==> src/rtl/wp_guard_pkg.sv <==
package wp_guard_pkg;

    localparam int REG_W      = 8;
    localparam int NUM_REGS   = 5;
    localparam int FUNC_IDX   = 4;
    localparam int ENABLE_BIT = 4;

    typedef logic [REG_W-1:0] cfg_byte_t;

    // Per-register protection masks, indexed by register address.
    localparam cfg_byte_t GUARD_MASK [NUM_REGS] = '{
        8'hF0,   // interrupt-enable: 7:4
        8'h30,   // status-control:   5:4
        8'h30,   // FIFO-control:     5:4
        8'hE0,   // modem-control:    7:5
        8'h00    // function register: never guarded
    };

    typedef enum logic {
        GATE_LOCKED = 1'b0,
        GATE_OPEN   = 1'b1
    } gate_state_e;

endpackage

==> src/rtl/wp_gate_fsm.sv <==
module wp_gate_fsm (
    input  logic clk,
    input  logic rst,
    input  logic func_wr,
    input  logic func_en_bit,
    output logic gate_open
);
    import wp_guard_pkg::*;

    gate_state_e state_q;
    gate_state_e state_d;

    // State register
    always_ff @(posedge clk) begin
        if (rst) begin
            state_q <= GATE_LOCKED;
        end else begin
            state_q <= state_d;
        end
    end

    // Transitions: unlock / latch on function-register writes
    always_comb begin
        state_d = state_q;
        unique case (state_q)
            GATE_LOCKED: if (func_wr && func_en_bit)  state_d = GATE_OPEN;
            GATE_OPEN:   if (func_wr && !func_en_bit) state_d = GATE_LOCKED;
            default:     state_d = GATE_LOCKED;
        endcase
    end

    // Outputs
    always_comb begin
        gate_open = 1'b0;
        unique case (state_q)
            GATE_LOCKED: gate_open = 1'b0;
            GATE_OPEN:   gate_open = 1'b1;
            default:     gate_open = 1'b0;
        endcase
    end

endmodule

==> src/rtl/wp_field_reg.sv <==
module wp_field_reg
    import wp_guard_pkg::*;
#(
    parameter int        ADDR_W = 3,
    parameter int        ADDR   = 0,
    parameter cfg_byte_t MASK   = '0
) (
    input  logic              clk,
    input  logic              rst,
    input  logic              wr_en,
    input  logic [ADDR_W-1:0] wr_addr,
    input  cfg_byte_t         wr_data,
    input  logic              gate_open,
    output cfg_byte_t         q
);
    localparam logic [ADDR_W-1:0] MY_ADDR = ADDR_W'(ADDR);

    logic hit;
    cfg_byte_t merged;

    assign hit = wr_en && (wr_addr == MY_ADDR);

    // Guarded bits keep their value while the gate is locked.
    always_comb begin
        if (gate_open) begin
            merged = wr_data;
        end else begin
            merged = (wr_data & ~MASK) | (q & MASK);
        end
    end

    always_ff @(posedge clk) begin
        if (rst) begin
            q <= '0;
        end else if (hit) begin
            q <= merged;
        end
    end

endmodule

==> src/rtl/wp_readback.sv <==
module wp_readback
    import wp_guard_pkg::*;
#(
    parameter int ADDR_W = 3
) (
    input  logic [ADDR_W-1:0] rd_addr,
    input  cfg_byte_t         regs [NUM_REGS],
    output cfg_byte_t         rd_data
);
    always_comb begin
        rd_data = '0;
        for (int i = 0; i < NUM_REGS; i++) begin
            if (rd_addr == ADDR_W'(i)) begin
                rd_data = regs[i];
            end
        end
    end

endmodule

==> src/rtl/wp_guard_top.sv <==
module wp_guard_top
    import wp_guard_pkg::*;
#(
    parameter int ADDR_W = 3
) (
    input  logic              clk,
    input  logic              rst,
    input  logic              wr_en,
    input  logic [ADDR_W-1:0] wr_addr,
    input  logic [7:0]        wr_data,
    input  logic [ADDR_W-1:0] rd_addr,
    output logic [7:0]        rd_data,
    output logic              enh_en,
    output logic [3:0]        irq_hi,
    output logic [1:0]        stat_hi,
    output logic [1:0]        fifo_hi,
    output logic [2:0]        mod_hi
);
    localparam logic [ADDR_W-1:0] FUNC_ADDR = ADDR_W'(FUNC_IDX);

    cfg_byte_t regs_q [NUM_REGS];
    logic      gate_open;
    logic      func_wr;

    assign func_wr = wr_en && (wr_addr == FUNC_ADDR);

    wp_gate_fsm u_fsm (
        .clk         (clk),
        .rst         (rst),
        .func_wr     (func_wr),
        .func_en_bit (wr_data[ENABLE_BIT]),
        .gate_open   (gate_open)
    );

    for (genvar i = 0; i < NUM_REGS; i++) begin : g_reg
        wp_field_reg #(
            .ADDR_W (ADDR_W),
            .ADDR   (i),
            .MASK   (GUARD_MASK[i])
        ) u_reg (
            .clk       (clk),
            .rst       (rst),
            .wr_en     (wr_en),
            .wr_addr   (wr_addr),
            .wr_data   (wr_data),
            .gate_open (gate_open),
            .q         (regs_q[i])
        );
    end

    wp_readback #(
        .ADDR_W (ADDR_W)
    ) u_rb (
        .rd_addr (rd_addr),
        .regs    (regs_q),
        .rd_data (rd_data)
    );

    assign enh_en  = gate_open;
    assign irq_hi  = regs_q[0][7:4];
    assign stat_hi = regs_q[1][5:4];
    assign fifo_hi = regs_q[2][5:4];
    assign mod_hi  = regs_q[3][7:5];

endmodule

==> config.mk <==
export PLATFORM = sky130hd
export DESIGN_NAME = wp_guard_top
export DESIGN_NICKNAME = d
export VERILOG_FILES = /design/src/rtl/wp_guard_pkg.sv /design/src/rtl/wp_gate_fsm.sv /design/src/rtl/wp_field_reg.sv /design/src/rtl/wp_readback.sv /design/src/rtl/wp_guard_top.sv
export SDC_FILE = /design/constraint.sdc
export NUM_CORES = 1
export LEC_CHECK = 0
export BUFFER_PORTS_ARGS = -buffer_cell sky130_fd_sc_hd__buf_4
export CAP_MARGIN = 20
export CORE_UTILIZATION = 40
export DETAILED_ROUTE_END_ITERATION = 8
export SYNTH_ARGS = -nofsm -noshare
export SYNTH_HDL_FRONTEND = slang
export SYNTH_HIERARCHICAL = 1
export SYNTH_SLANG_ARGS = --single-unit
export TNS_END_PERCENT = 1
==> constraint.sdc <==
create_clock -name clk -period 1.25 [get_ports clk]
set_input_delay 0.1875 -clock clk [delete_from_list [all_inputs] [get_ports clk]]
set_output_delay 0.1875 -clock clk [all_outputs]
set_load 0.02 [all_outputs]
Word level (Yosys, flattened, before mapping)
Cells that the tools add are included.
{"block": "op_classes", "eq_ne": 8, "n_mux": 13, "n_bitwise": 5, "reduce_logical": 10}
{"operator": "$mux W8", "n": 9}
{"operator": "$or A8 B6 Y8", "n": 2}
{"operator": "$eq A3 B2 Y1 const B", "n": 4}
{"operator": "$or A4 B8 Y8", "n": 1}
{"operator": "$or A5 B8 Y8", "n": 1}
{"operator": "$logic_and A1 B1 Y1", "n": 7}
{"operator": "$eq A3 B1 Y1 const B", "n": 2}
{"operator": "$eq A3 B3 Y1 const B", "n": 2}
{"operator": "$logic_not A3 Y1", "n": 2}
{"operator": "$pmux W1 S2", "n": 2}
{"operator": "$mux W1", "n": 2}
{"operator": "$logic_not A1 Y1", "n": 1}
{"operator": "$not A1 Y1", "n": 1}
{"block": "word_totals", "reg_bits": 41, "input_bits": 17, "out_inout_bits": 20}

Depth between registers and ports, before layout
Gate-level depths: netlist of the first run.
{"block": "depth", "depth_word": 6, "ltp_mapped": 5, "ltp_nobuf": 3}

Hierarchy
The synthesis of the first run kept the hierarchy.
{"module": "wp_field_reg at g_reg[1].u_reg ...", "instances": 2, "cells_each": 30, "area_each_um2": 326.6, "seq_area_each_um2": 160.2}
{"module": "wp_readback", "instances": 1, "cells_each": 56, "area_each_um2": 404.1, "seq_area_each_um2": 0.0}
{"module": "wp_field_reg at g_reg[4].u_reg", "instances": 1, "cells_each": 35, "area_each_um2": 367.9, "seq_area_each_um2": 160.2}
{"module": "wp_field_reg at g_reg[3].u_reg", "instances": 1, "cells_each": 31, "area_each_um2": 339.1, "seq_area_each_um2": 160.2}
{"module": "wp_field_reg at g_reg[0].u_reg", "instances": 1, "cells_each": 31, "area_each_um2": 330.3, "seq_area_each_um2": 160.2}
{"module": "wp_gate_fsm", "instances": 1, "cells_each": 3, "area_each_um2": 33.8, "seq_area_each_um2": 20.0}
{"module": "wp_guard_top", "instances": 1, "cells_each": 1, "area_each_um2": 12.5, "seq_area_each_um2": 0.0}

Least setup slack after synthesis of the first run
OpenSTA, ideal clock, no wires.
{"block": "synth_timing", "path_type": "input to output", "startpoint": "in rd_addr[0]", "endpoint": "out rd_data[1]", "arrival_time_ps": 1056, "required_ps": 1062, "setup_slack_ps": 6, "stages": 5, "path_buffers": 2, "path_cell_list": "buf_6 buf_8 mux2i_1 o21a_1 o22ai_1"}
{"block": "synth_via", "elab_chain_cells": 6, "word_cells_on_any_way": 10}
{"element": "from (decl)", "line": "wp_guard_top.sv:11", "text": "input logic [ADDR_W-1:0] rd_addr,"}
{"element": "$logic_not A3 Y1", "line": "wp_readback.sv:13", "text": "if (rd_addr == ADDR_W'(i)) begin"}
{"element": "$mux W8 (4 in series)", "line": "wp_readback.sv:13"}
{"element": "$mux W8 *", "line": "wp_readback.sv:13"}
{"element": "to (decl)", "line": "wp_guard_top.sv:12", "text": "output logic [7:0] rd_data,"}
Every way passes the cells marked *; elsewhere a longest branch is shown, timed or not.

Worst setup path after layout of the first run
{"block": "layout_timing", "startpoint": "reg g_reg[1].u_reg.q[7]", "endpoint": "out rd_data[7]"}
{"block": "layout_via", "elab_chain_cells": 4}
{"element": "from (decl)", "line": "wp_field_reg.sv:14", "text": "output cfg_byte_t q"}
{"element": "from (signal assigned)", "line": "wp_field_reg.sv:36", "text": "q <= merged;"}
{"element": "$mux W8 (4 in series)", "line": "wp_readback.sv:13"}
Every way passes these cells.

==> flow_metrics.env, run 1 <==
export IMPL_top_regs="g.u_reg/q (40)"
export IMPL_grt_pass1_vias=1557
export IMPL_worst_slack_ps=-237.5
export IMPL_status="complete, but fails checks"
export IMPL_die_area_mm2=0.005648
export IMPL_met2_usage_pct=30.83
export IMPL_ys_ff_latch=41
export IMPL_worst_slew_pin_slew_ps=250.9
export IMPL_clock_fmax_ghz=0.6723
export IMPL_num_rows=26
export IMPL_cts_root_buffer="clkbuf_8"
export IMPL_grt_pass1_wl_um=7900
export IMPL_finalPower_mw=2.755
export IMPL_arrival_ps=1300
export IMPL_grt_util_met1_pct=26.04
export IMPL_drt_wl_total_um=4917
export IMPL_powerDensity_mw_per_mm2=994.2
export IMPL_synth_cell_types=33
export IMPL_final_cells=335
export IMPL_top_usage_layer="met2"
export IMPL_synth_warnings=6
export IMPL_grt_setup_unrepaired="yes"
export IMPL_netlist_area_mm2=0.002141
export IMPL_dp_cells=326
export IMPL_endpoint="rd_data[7]"
export IMPL_mostFrequentLayoutCell="mux2i_1"
export IMPL_ant_nets=0
export IMPL_cp_end_kind="output pin"
export IMPL_crit_type="reg -> out"
export IMPL_vias_per_cell=5.003
export IMPL_period_needed_ps=1487
export IMPL_hold_slack_ps=169.2
export IMPL_largest_reg_flops=40
export IMPL_track_usage_pct=19.10
export IMPL_drt_iter0_drc=60
export IMPL_io_buffers=36
export IMPL_vdd_drop_max_mv=0.5462
export IMPL_gr_total_overflow=0
export IMPL_cts_sinks=41
export IMPL_cts_tree="yes"
export IMPL_largest_register="g.u_reg/q"
export IMPL_diodes=0
export IMPL_hpwl_um=3442
export IMPL_r2r_cells=3
export IMPL_fin_crit_sh_pct=119.0
export IMPL_drcViolationCount=0
export IMPL_antenna_found_initial=0
export IMPL_wl_per_cell_um=14.68
export IMPL_drv_slew=0
export IMPL_die_width_um=75.16
export IMPL_vias=1676
export IMPL_dr_pass1_iters=4
export IMPL_syn_inst=217
export IMPL_hold_violations=0
export IMPL_cp_required_ps=1060
export IMPL_hold_class="in -> reg"
export IMPL_start_util_pct=41.65
export IMPL_layout_common_cells="mux2i_1 (45), buf_4 (44), nand2b_1 (32)"
export IMPL_numCtsBuffers=5
export IMPL_drive_gt1_share_pct=34.72
export IMPL_syn_nets=234
export IMPL_insertion_delay_ps=290
export IMPL_clkTransAtPathRegs_ps=90
export IMPL_multi_input_area_mm2=0.001214
export IMPL_cp_startpoint="g_reg[1].u_reg/q[7]"
export IMPL_relSlewSlack_pct=83.21
export IMPL_setup_viol=8
export IMPL_grt_max_degree=25
export IMPL_ios=37
export IMPL_worst_r2r_setup_slack_ps=350
export IMPL_worstReg2RegEnd="g_reg[3].u_reg/q[6]"
export IMPL_p_leak_nw=1.102
export IMPL_cap_violations=0
export IMPL_syn_avg_cell_area_um2=9.865
export IMPL_holdBufCountCts=0
export IMPL_ys_seq_area_share_pct=38.34
export IMPL_cts_max_path_buffers=2
export IMPL_path_max_fanout=2
export IMPL_fillers=513
export IMPL_seqCellArea_um2=844.6
export IMPL_met3_usage_pct=4.016
export IMPL_cts_htree_levels=2
export IMPL_syn2layout_area_growth_pct=29.46
export IMPL_clock_skew_ps=3.117
export IMPL_violations="negative setup slack"
export IMPL_core_mm2=0.005140
export IMPL_startpoint_type="flip-flop"
export IMPL_gp_congestion=0.7607
export IMPL_fp_dieH_um=75.16
export IMPL_final_nets=281
area by class of cell:
cell class	instances	share of cell area (%)
Multi-Input combinational cell	160	43.79
Sequential cell	41	30.47
Tap cell	70	3.160
Timing Repair Buffer	55	18.28
Clock buffer	5	2.483
Clock inverter	3	1.670
Inverter	1	0.1354
cell families (layout without fill, tap and decap cells):
kind of cell	Yosys count	count (layout)	synth area share, %
simple gates	87	87	26.65
mux	45	45	21.04
flops	41	41	38.34
compound gates	28	28	8.708
buf+inv	16	64	5.259
worst min path at each step:
stage	from	slack [ps]	cells after the start	end
floorplan	rst	260	1	flip-flop
global placement	g_reg[4].u_reg/q[5]	460	2	g_reg[4].u_reg/q[5]
detailed placement	g_reg[4].u_reg/q[3]	460	2	g_reg[4].u_reg/q[3]
CTS	wr_data[7]	170	3	g_reg[2].u_reg/q[7]
global route	wr_data[6]	170	3	g_reg[2].u_reg/q[6]
finish	wr_data[7]	170	3	g_reg[1].u_reg/q[7]
through the flow:
stage	util (%)	worst slack (ps)	setup TNS, ps	area, um^2
2_1_floorplan	-	6.248	0	2141
3_5_place_dp	50.58	-48.70	-205.5	2600
3_3_place_gp	50.58	-43.12	-179.3	2600
4_1_cts	53.41	-247.7	-1109	2745
5_1_grt	53.92	-290.0	-1497	2771
6_report	53.92	-237.5	-975.5	2771
where the power goes:
part | switching, mW | total (mW) | internal, mW
registers | 0.0125 | 1.34 | 1.33
clock network | 0.478 | 1.08 | 0.598
logic | 0.166 | 0.342 | 0.176
synth_stat cells (all sizes together):
cell type   n  share of area [%]
and4bb      4                2.3
and2        3                1.2
nor2       25                4.7
o21a        6                2.1
nor3        2               0.47
o22ai       3               0.88
a22oi       3                1.1
inv         1               0.18
nand2       1               0.18
nand3b      3                1.1
or3         1               0.29
a311o       1               0.47
nor2b       2               0.58
a21oi       1               0.23
nand2b     32                9.4
clkbuf      3               0.53
nand4b      9                4.4
and3        1               0.29
mux2i      45                 21
dfxtp      41                 38
nor4b       1                1.1
buf        12                4.6
o21ai      14                4.0
nand3       3               0.70
critical path, stage by stage, from the launching register on:
cell     delay (ps)
dfxtp_2         330
mux2i_1         130
nor3_1           60
or3_1           350
buf_6           140
layer usage:
layer / routed length (um) / vias up
li1: - / 856
met1: 2520 / 791
met2: 2217 / 25
met3: 136 / 4
met4: 42 / 0
met5: 0 / -
repair_timing:
action                                  in CTS  in global routing
setup buffers                                1                  0
endpoints found under the hold margin        0                  0
gates resized for setup                     17                 10
cloned                                       0                  0
pin swaps                                    4                  1
endpoints found under the setup margin       9                  9
Note: power is estimated with default switching activity, not from simulation.
==> run 2: changes to the inputs <==
--- a/config.mk
+++ b/config.mk
@@ -9,6 +9,7 @@
 export CAP_MARGIN = 20
 export CORE_UTILIZATION = 40
 export DETAILED_ROUTE_END_ITERATION = 8
+export SKIP_LAST_GASP = 1
 export SYNTH_ARGS = -nofsm -noshare
 export SYNTH_HDL_FRONTEND = slang
 export SYNTH_HIERARCHICAL = 1
==> run 2 against run 1 <==
The run still ends with negative setup slack left. Design area down 1.4%. Clock skew is 0.54 ps lower. Utilization down 0.75 points. Highest routed layer unchanged. Clock power about the same. Sequential cell count is the same. Sequential share of layout area down 0.35 points. Fmax is essentially flat. Sequential power hardly changed.
==> flow_metrics.env, run 2 (synthesis gave the netlist of run 1 again) <==
export IMPL_worst_r2r_setup_slack_ps=220
export IMPL_path_max_fanout=2
export IMPL_diodes=0
export IMPL_die_area_mm2=0.005648
export IMPL_period_needed_ps=1487
export IMPL_drt_iter0_drc=71
export IMPL_cts_max_path_buffers=2
export IMPL_ios=37
export IMPL_worst_slack_ps=-237.3
export IMPL_largest_reg_flops=40
export IMPL_dr_pass1_iters=4
export IMPL_hold_class="in -> reg"
export IMPL_start_util_pct=41.65
export IMPL_wl_per_cell_um=14.57
export IMPL_num_rows=26
export IMPL_vias=1678
export IMPL_grt_setup_unrepaired="yes"
export IMPL_mostFrequentLayoutCell="buf_4"
export IMPL_gp_congestion=0.7607
export IMPL_grt_max_degree=25
export IMPL_cts_sinks=41
export IMPL_ant_nets=0
export IMPL_track_usage_pct=18.90
export IMPL_cp_required_ps=1060
export IMPL_path_cells="mux2i_1, nor3_1, or3_1, buf_6"
export IMPL_cap_violations=0
export IMPL_holdBufCountCts=0
export IMPL_fillers=519
export IMPL_core_mm2=0.005140
export IMPL_grt_pass1_vias=1536
export IMPL_final_nets=281
export IMPL_fp_dieH_um=75.16
export IMPL_clock_skew_ps=2.574
export IMPL_layout_common_cells="buf_4 (47), mux2i_1 (45), dfxtp_1 (39)"
export IMPL_powerDensity_mw_per_mm2=1006
export IMPL_clkTransAtPathRegs_ps=80
export IMPL_worst_slew_pin_slew_ps=257.1
export IMPL_io_buffers=36
export IMPL_gr_total_overflow=0
export IMPL_p_leak_nw=1.090
export IMPL_cts_tree="yes"
export IMPL_violations="negative setup slack"
export IMPL_insertion_delay_ps=290
export IMPL_cts_root_buffer="clkbuf_8"
export IMPL_numCtsBuffers=5
export IMPL_crit_path_top_delay_cell="or3_1"
export IMPL_die_width_um=75.16
export IMPL_hpwl_um=3442
export IMPL_relSlewSlack_pct=82.83
export IMPL_dp_slack_ps=-48.70
export IMPL_arrival_ps=1300
export IMPL_crit_type="reg -> out"
export IMPL_fin_crit_sh_pct=119.0
export IMPL_cts_htree_levels=2
export IMPL_hold_violations=0
export IMPL_hold_slack_ps=170.7
export IMPL_status="complete, but fails checks"
export IMPL_setup_viol=9
export IMPL_drv_slew=0
export IMPL_vdd_drop_max_mv=0.5476
export IMPL_drive_gt1_share_pct=28.68
export IMPL_top_regs="g.u_reg/q (40)"
export IMPL_drt_wl_total_um=4882
export IMPL_startpoint_type="flip-flop"
export IMPL_drcViolationCount=0
export IMPL_syn2layout_area_growth_pct=27.64
export IMPL_antenna_found_initial=0
export IMPL_cp_end_kind="output pin"
export IMPL_clock_fmax_ghz=0.6724
export IMPL_worst_path_largest_cell_delay_ps=350
export IMPL_grt_pass1_wl_um=7831
export IMPL_largest_register="g.u_reg/q"
export IMPL_vias_per_cell=5.009
==> run 2: changes by cell type in the layout (fill, tap and decap cells not counted) <==
cell     previous run  this run
dfxtp_2            16         2
dfxtp_1            24        39
o21ai_0             7        10
buf_4              44        47
o22ai_1             2         3
buf_6               5         2
o22ai_2             1         0
dfxtp_4             1         0
o21ai_1             3         0
==> run 2: worst max-delay path, delay by kind of cell (launching register included) <==
family,cells,cell delay (ps)
mux,1,130
simple gates,2,410
buf+inv,1,140
flops,1,330
==> run 2: repair_timing <==
action	CTS	global route
cloned	0	0
endpoints found under the setup margin	9	9
setup buffers	1	0
pin swaps	0	1
resized for setup	2	2
==> run 2: per-stage QoR <==
stage	TNS (ps)	utilization [%]	power (mW)	instance area, um^2	cells
after floorplan	0	-	1.550	2141	217
after global placement	-179.3	50.58	1.704	2600	326
after detailed placement	-205.5	50.58	1.707	2600	326
after CTS	-1375	53.07	2.783	2728	335
after global routing	-1918	53.16	2.864	2733	335
final	-1258	53.16	2.748	2733	335
==> run 2: final timing paths <==
check	startpoint	end	depth (start not counted)
max reg2reg	flip-flop	g_reg[3].u_reg/q[7]	3
min	wr_data[7]	g_reg[1].u_reg/q[7]	3
min reg2reg	g_reg[4].u_reg/q[3]	g_reg[4].u_reg/q[3]	2
max	g_reg[1].u_reg/q[7]	rd_data[7]	4
==> run 2: per-layer routing <==
metal	GRT usage, %	part of all wire, %	vias up	wire length [um]
li1	-	-	858	-
met1	26.13	50	782	2449
met2	30.03	45	34	2208
met3	4.016	3.7	4	181
met4	4.938	0.86	0	42
met5	0	0	-	0
==> run 2: power breakdown <==
group          switching (mW)  total (mW)  internal [mW]
clock network           0.476        1.07          0.598
registers              0.0125        1.34           1.33
logic                   0.163       0.336          0.173
==> run 2: final cells by class <==
cell class	count	area [um^2]	share of cell area [%]
timing repair buffer	55	495.5	18.13
sequential	41	823.3	30.13
clock inverter	3	46.29	1.694
multi-input combinational	160	1207	44.19
tap	70	87.58	3.205
clock buffer	5	68.82	2.518
inverter	1	3.754	0.1374
==> run 3: changes to the inputs <==
--- a/config.mk
+++ b/config.mk
@@ -12,6 +12,5 @@
 export SKIP_LAST_GASP = 1
 export SYNTH_ARGS = -nofsm -noshare
 export SYNTH_HDL_FRONTEND = slang
-export SYNTH_HIERARCHICAL = 1
 export SYNTH_SLANG_ARGS = --single-unit
 export TNS_END_PERCENT = 1
==> run 3 against run 2 <==
Largest cell class unchanged. Hold slack lost 24 ps. Critical path depth stayed put. Sequential share of layout area is 1.9 points higher. The flow still finishes with violations (negative setup slack). Critical path type unchanged. Die area shrank 4.3%.
==> flow_metrics.env, run 3 <==
export IMPL_seqCellArea_um2=805.8
export IMPL_worst_path_dominant_cell_family="flip-flops"
export IMPL_ys_seq_area_share_pct=39.12
export IMPL_violations="negative setup slack"
export IMPL_num_rows=25
export IMPL_min_delay_worst_endpoint="g_reg[3].u_reg.q[4]"
export IMPL_track_usage_pct=17.10
export IMPL_p_leak_nw=1.042
export IMPL_cp_end_kind="output pin"
export IMPL_clkTransAtPathRegs_ps=80
export IMPL_start_util_pct=42.49
export IMPL_worst_slack_ps=-139.1
export IMPL_clock_fmax_ghz=0.7199
export IMPL_multi_input_area_mm2=0.001104
export IMPL_synthFlopType="dfxtp_1"
export IMPL_insertion_delay_ps=290
export IMPL_relSlewSlack_pct=80.58
export IMPL_diodes=0
export IMPL_worst_slew_pin_slew_ps=291.2
export IMPL_cts_root_buffer="clkbuf_8"
export IMPL_cts_max_path_buffers=2
export IMPL_numCtsBuffers=5
export IMPL_mostFrequentLayoutCell="mux2i_1"
export IMPL_layout_common_cells="mux2i_1 (52), buf_4 (46), dfxtp_1 (36)"
export IMPL_clock_skew_ps=2.694
export IMPL_crit_type="reg -> out"
export IMPL_fin_crit_sh_pct=111.1
export IMPL_cp_required_ps=1060
export IMPL_antenna_found_initial=0
export IMPL_placed_area_mm2=0.002394
export IMPL_path_buf_inv=1
export IMPL_grt_pass1_wl_um=6906
export IMPL_io_buffers=36
export IMPL_worst_path_largest_cell_delay_ps=330
export IMPL_vdd_drop_max_mv=0.6823
export IMPL_powerDensity_mw_per_mm2=1004
export IMPL_drt_wl_total_um=4300
export IMPL_hold_slack_ps=146.5
export IMPL_status="complete, but fails checks"
export IMPL_gp_congestion=0.7233
export IMPL_worst_r2r_setup_slack_ps=100
export IMPL_grt_max_degree=32
export IMPL_syn2layout_area_growth_pct=22.86
export IMPL_grt_setup_unrepaired="yes"
export IMPL_cts_tree="yes"
export IMPL_die_width_um=73.54
export IMPL_top_regs="g.u_reg.q (39)"
export IMPL_synth_top_cell_by_area="dfxtp_1"
export IMPL_holdPathStages=3
export IMPL_synth_cell_types=23
export IMPL_drt_iter0_drc=59
export IMPL_design_area_mm2=0.002515
export IMPL_cts_sinks=40
export IMPL_fp_dieH_um=73.54
export IMPL_drcViolationCount=0
export IMPL_vias=1544
export IMPL_gr_total_overflow=0
export IMPL_synthTopCellsByArea="dfxtp_1 (39%), mux2i_1 (26%), buf_4 (5.5%), nor2_1 (5.3%), nand2b_1 (3.7%)"
export IMPL_ios=37
export IMPL_dp_slack_ps=-47.85
export IMPL_postSynth_asyncResetShare_pct=0
export IMPL_hold_violations=0
export IMPL_largest_register="g.u_reg.q"
export IMPL_startpoint_type="flip-flop"
export IMPL_setup_viol=8
export IMPL_die_area_mm2=0.005407
export IMPL_yosysMostFrequentCell="mux2i_1"
export IMPL_synth_common_cells="mux2i_1 (53), dfxtp_1 (40), nor2_1 (29)"
export IMPL_path_max_fanout=2
export IMPL_utilization_pct=52.21
export IMPL_synth_top_area_share_pct=39.12
export IMPL_arrival_ps=1200
export IMPL_crit_path_top_delay_cell="dfxtp_2"
export IMPL_grt_pass1_vias=1414
export IMPL_finalPower_mw=2.525
export IMPL_netlist_area_mm2=0.002047
export IMPL_syn_inst=210
export IMPL_hold_start="wr_data[4]"
export IMPL_syn_avg_cell_area_um2=9.747
export IMPL_wl_per_cell_um=13.78
export IMPL_r2r_cells=3
export IMPL_hpwl_um=2943
export IMPL_ant_nets=0
export IMPL_cts_htree_levels=2
export IMPL_drive_gt1_share_pct=28.16
export IMPL_syn_nets=227
export IMPL_core_mm2=0.004817
export IMPL_vias_per_cell=4.949
export IMPL_cap_violations=0
export IMPL_largest_reg_flops=39
export IMPL_fillers=488
export IMPL_path_cells="mux2i_2, o21ai_1, o21a_1, buf_6"
export IMPL_final_nets=261
export IMPL_holdBufCountCts=0
export IMPL_period_needed_ps=1389
export IMPL_dr_pass1_iters=4
export IMPL_synth_edff_count=0
export IMPL_synth_warnings=0
export IMPL_ys_ff_latch=40
export IMPL_worstReg2RegEnd="g_reg[0].u_reg.q[5]"
export IMPL_hold_class="in -> reg"
export IMPL_drv_slew=0
## run 3: final cells by class
type                       count  share of cell area, %
clock buffer                   8                  3.582
inverter                       1                 0.1493
multi-input combinational    145                  43.88
sequential                    40                  32.04
tap                           67                  3.333
timing repair buffer          51                  17.01
## run 3: worst max path at each step
| stage | from | to | slack (ps) | cells past startpoint |
|---|---|---|---|---|
| final | g_reg[2].u_reg.q[5] | rd_data[5] | -140 | 4 |
| after global routing | g_reg[2].u_reg.q[4] | rd_data[4] | -200 | 4 |
| after CTS | g_reg[2].u_reg.q[5] | rd_data[5] | -150 | 4 |
| after detailed placement | wr_addr[0] | g_reg[0].u_reg.q[5] | -50 | 4 |
| after global placement | wr_addr[0] | g_reg[0].u_reg.q[5] | -40 | 4 |
| after floorplan | rd_addr[1] | rd_data[4] | 20 | 5 |
## run 3: cell families after synthesis
logic type	count (synthesis)	synth area share, %
DFF	40	39.12
AOI/OAI and AO/OA	30	8.313
buffers and inverters	25	7.457
and+or+nand+nor	62	19.19
muxes	53	25.92
## run 3: worst min-delay path: stages
cell	delay (ps)
buf_4	100
mux2i_1	60
nor2_1	70
## run 3: power breakdown
part           switching, mW  internal (mW)
Combinational          0.168          0.158
Clock                  0.445          0.451
Sequential            0.0105           1.29
Total                  0.623           1.90
## run 3: stage by stage
stage | cells | setup TNS, ps
floorplan | 210 | 0
global placement | 302 | -153.0
detailed placement | 302 | -293.0
CTS | 312 | -924.8
global route | 312 | -1310
finish | 312 | -777.3
## run 3: timing repair
action | 4_1_cts | 5_1_grt
gates resized for setup | 3 | 4
pin swaps | 1 | 1
setup endpoints to repair | 8 | 8
setup buffers | 2 | 0
## run 3: layer usage
metal  GRT usage [%]  vias up  share of wire [%]
met4           5.769        0                1.1
li1                -      781                  -
met5               0        -                  0
met2           28.64       25                 46
met3           3.429        6                3.3
met1           21.86      732                 50
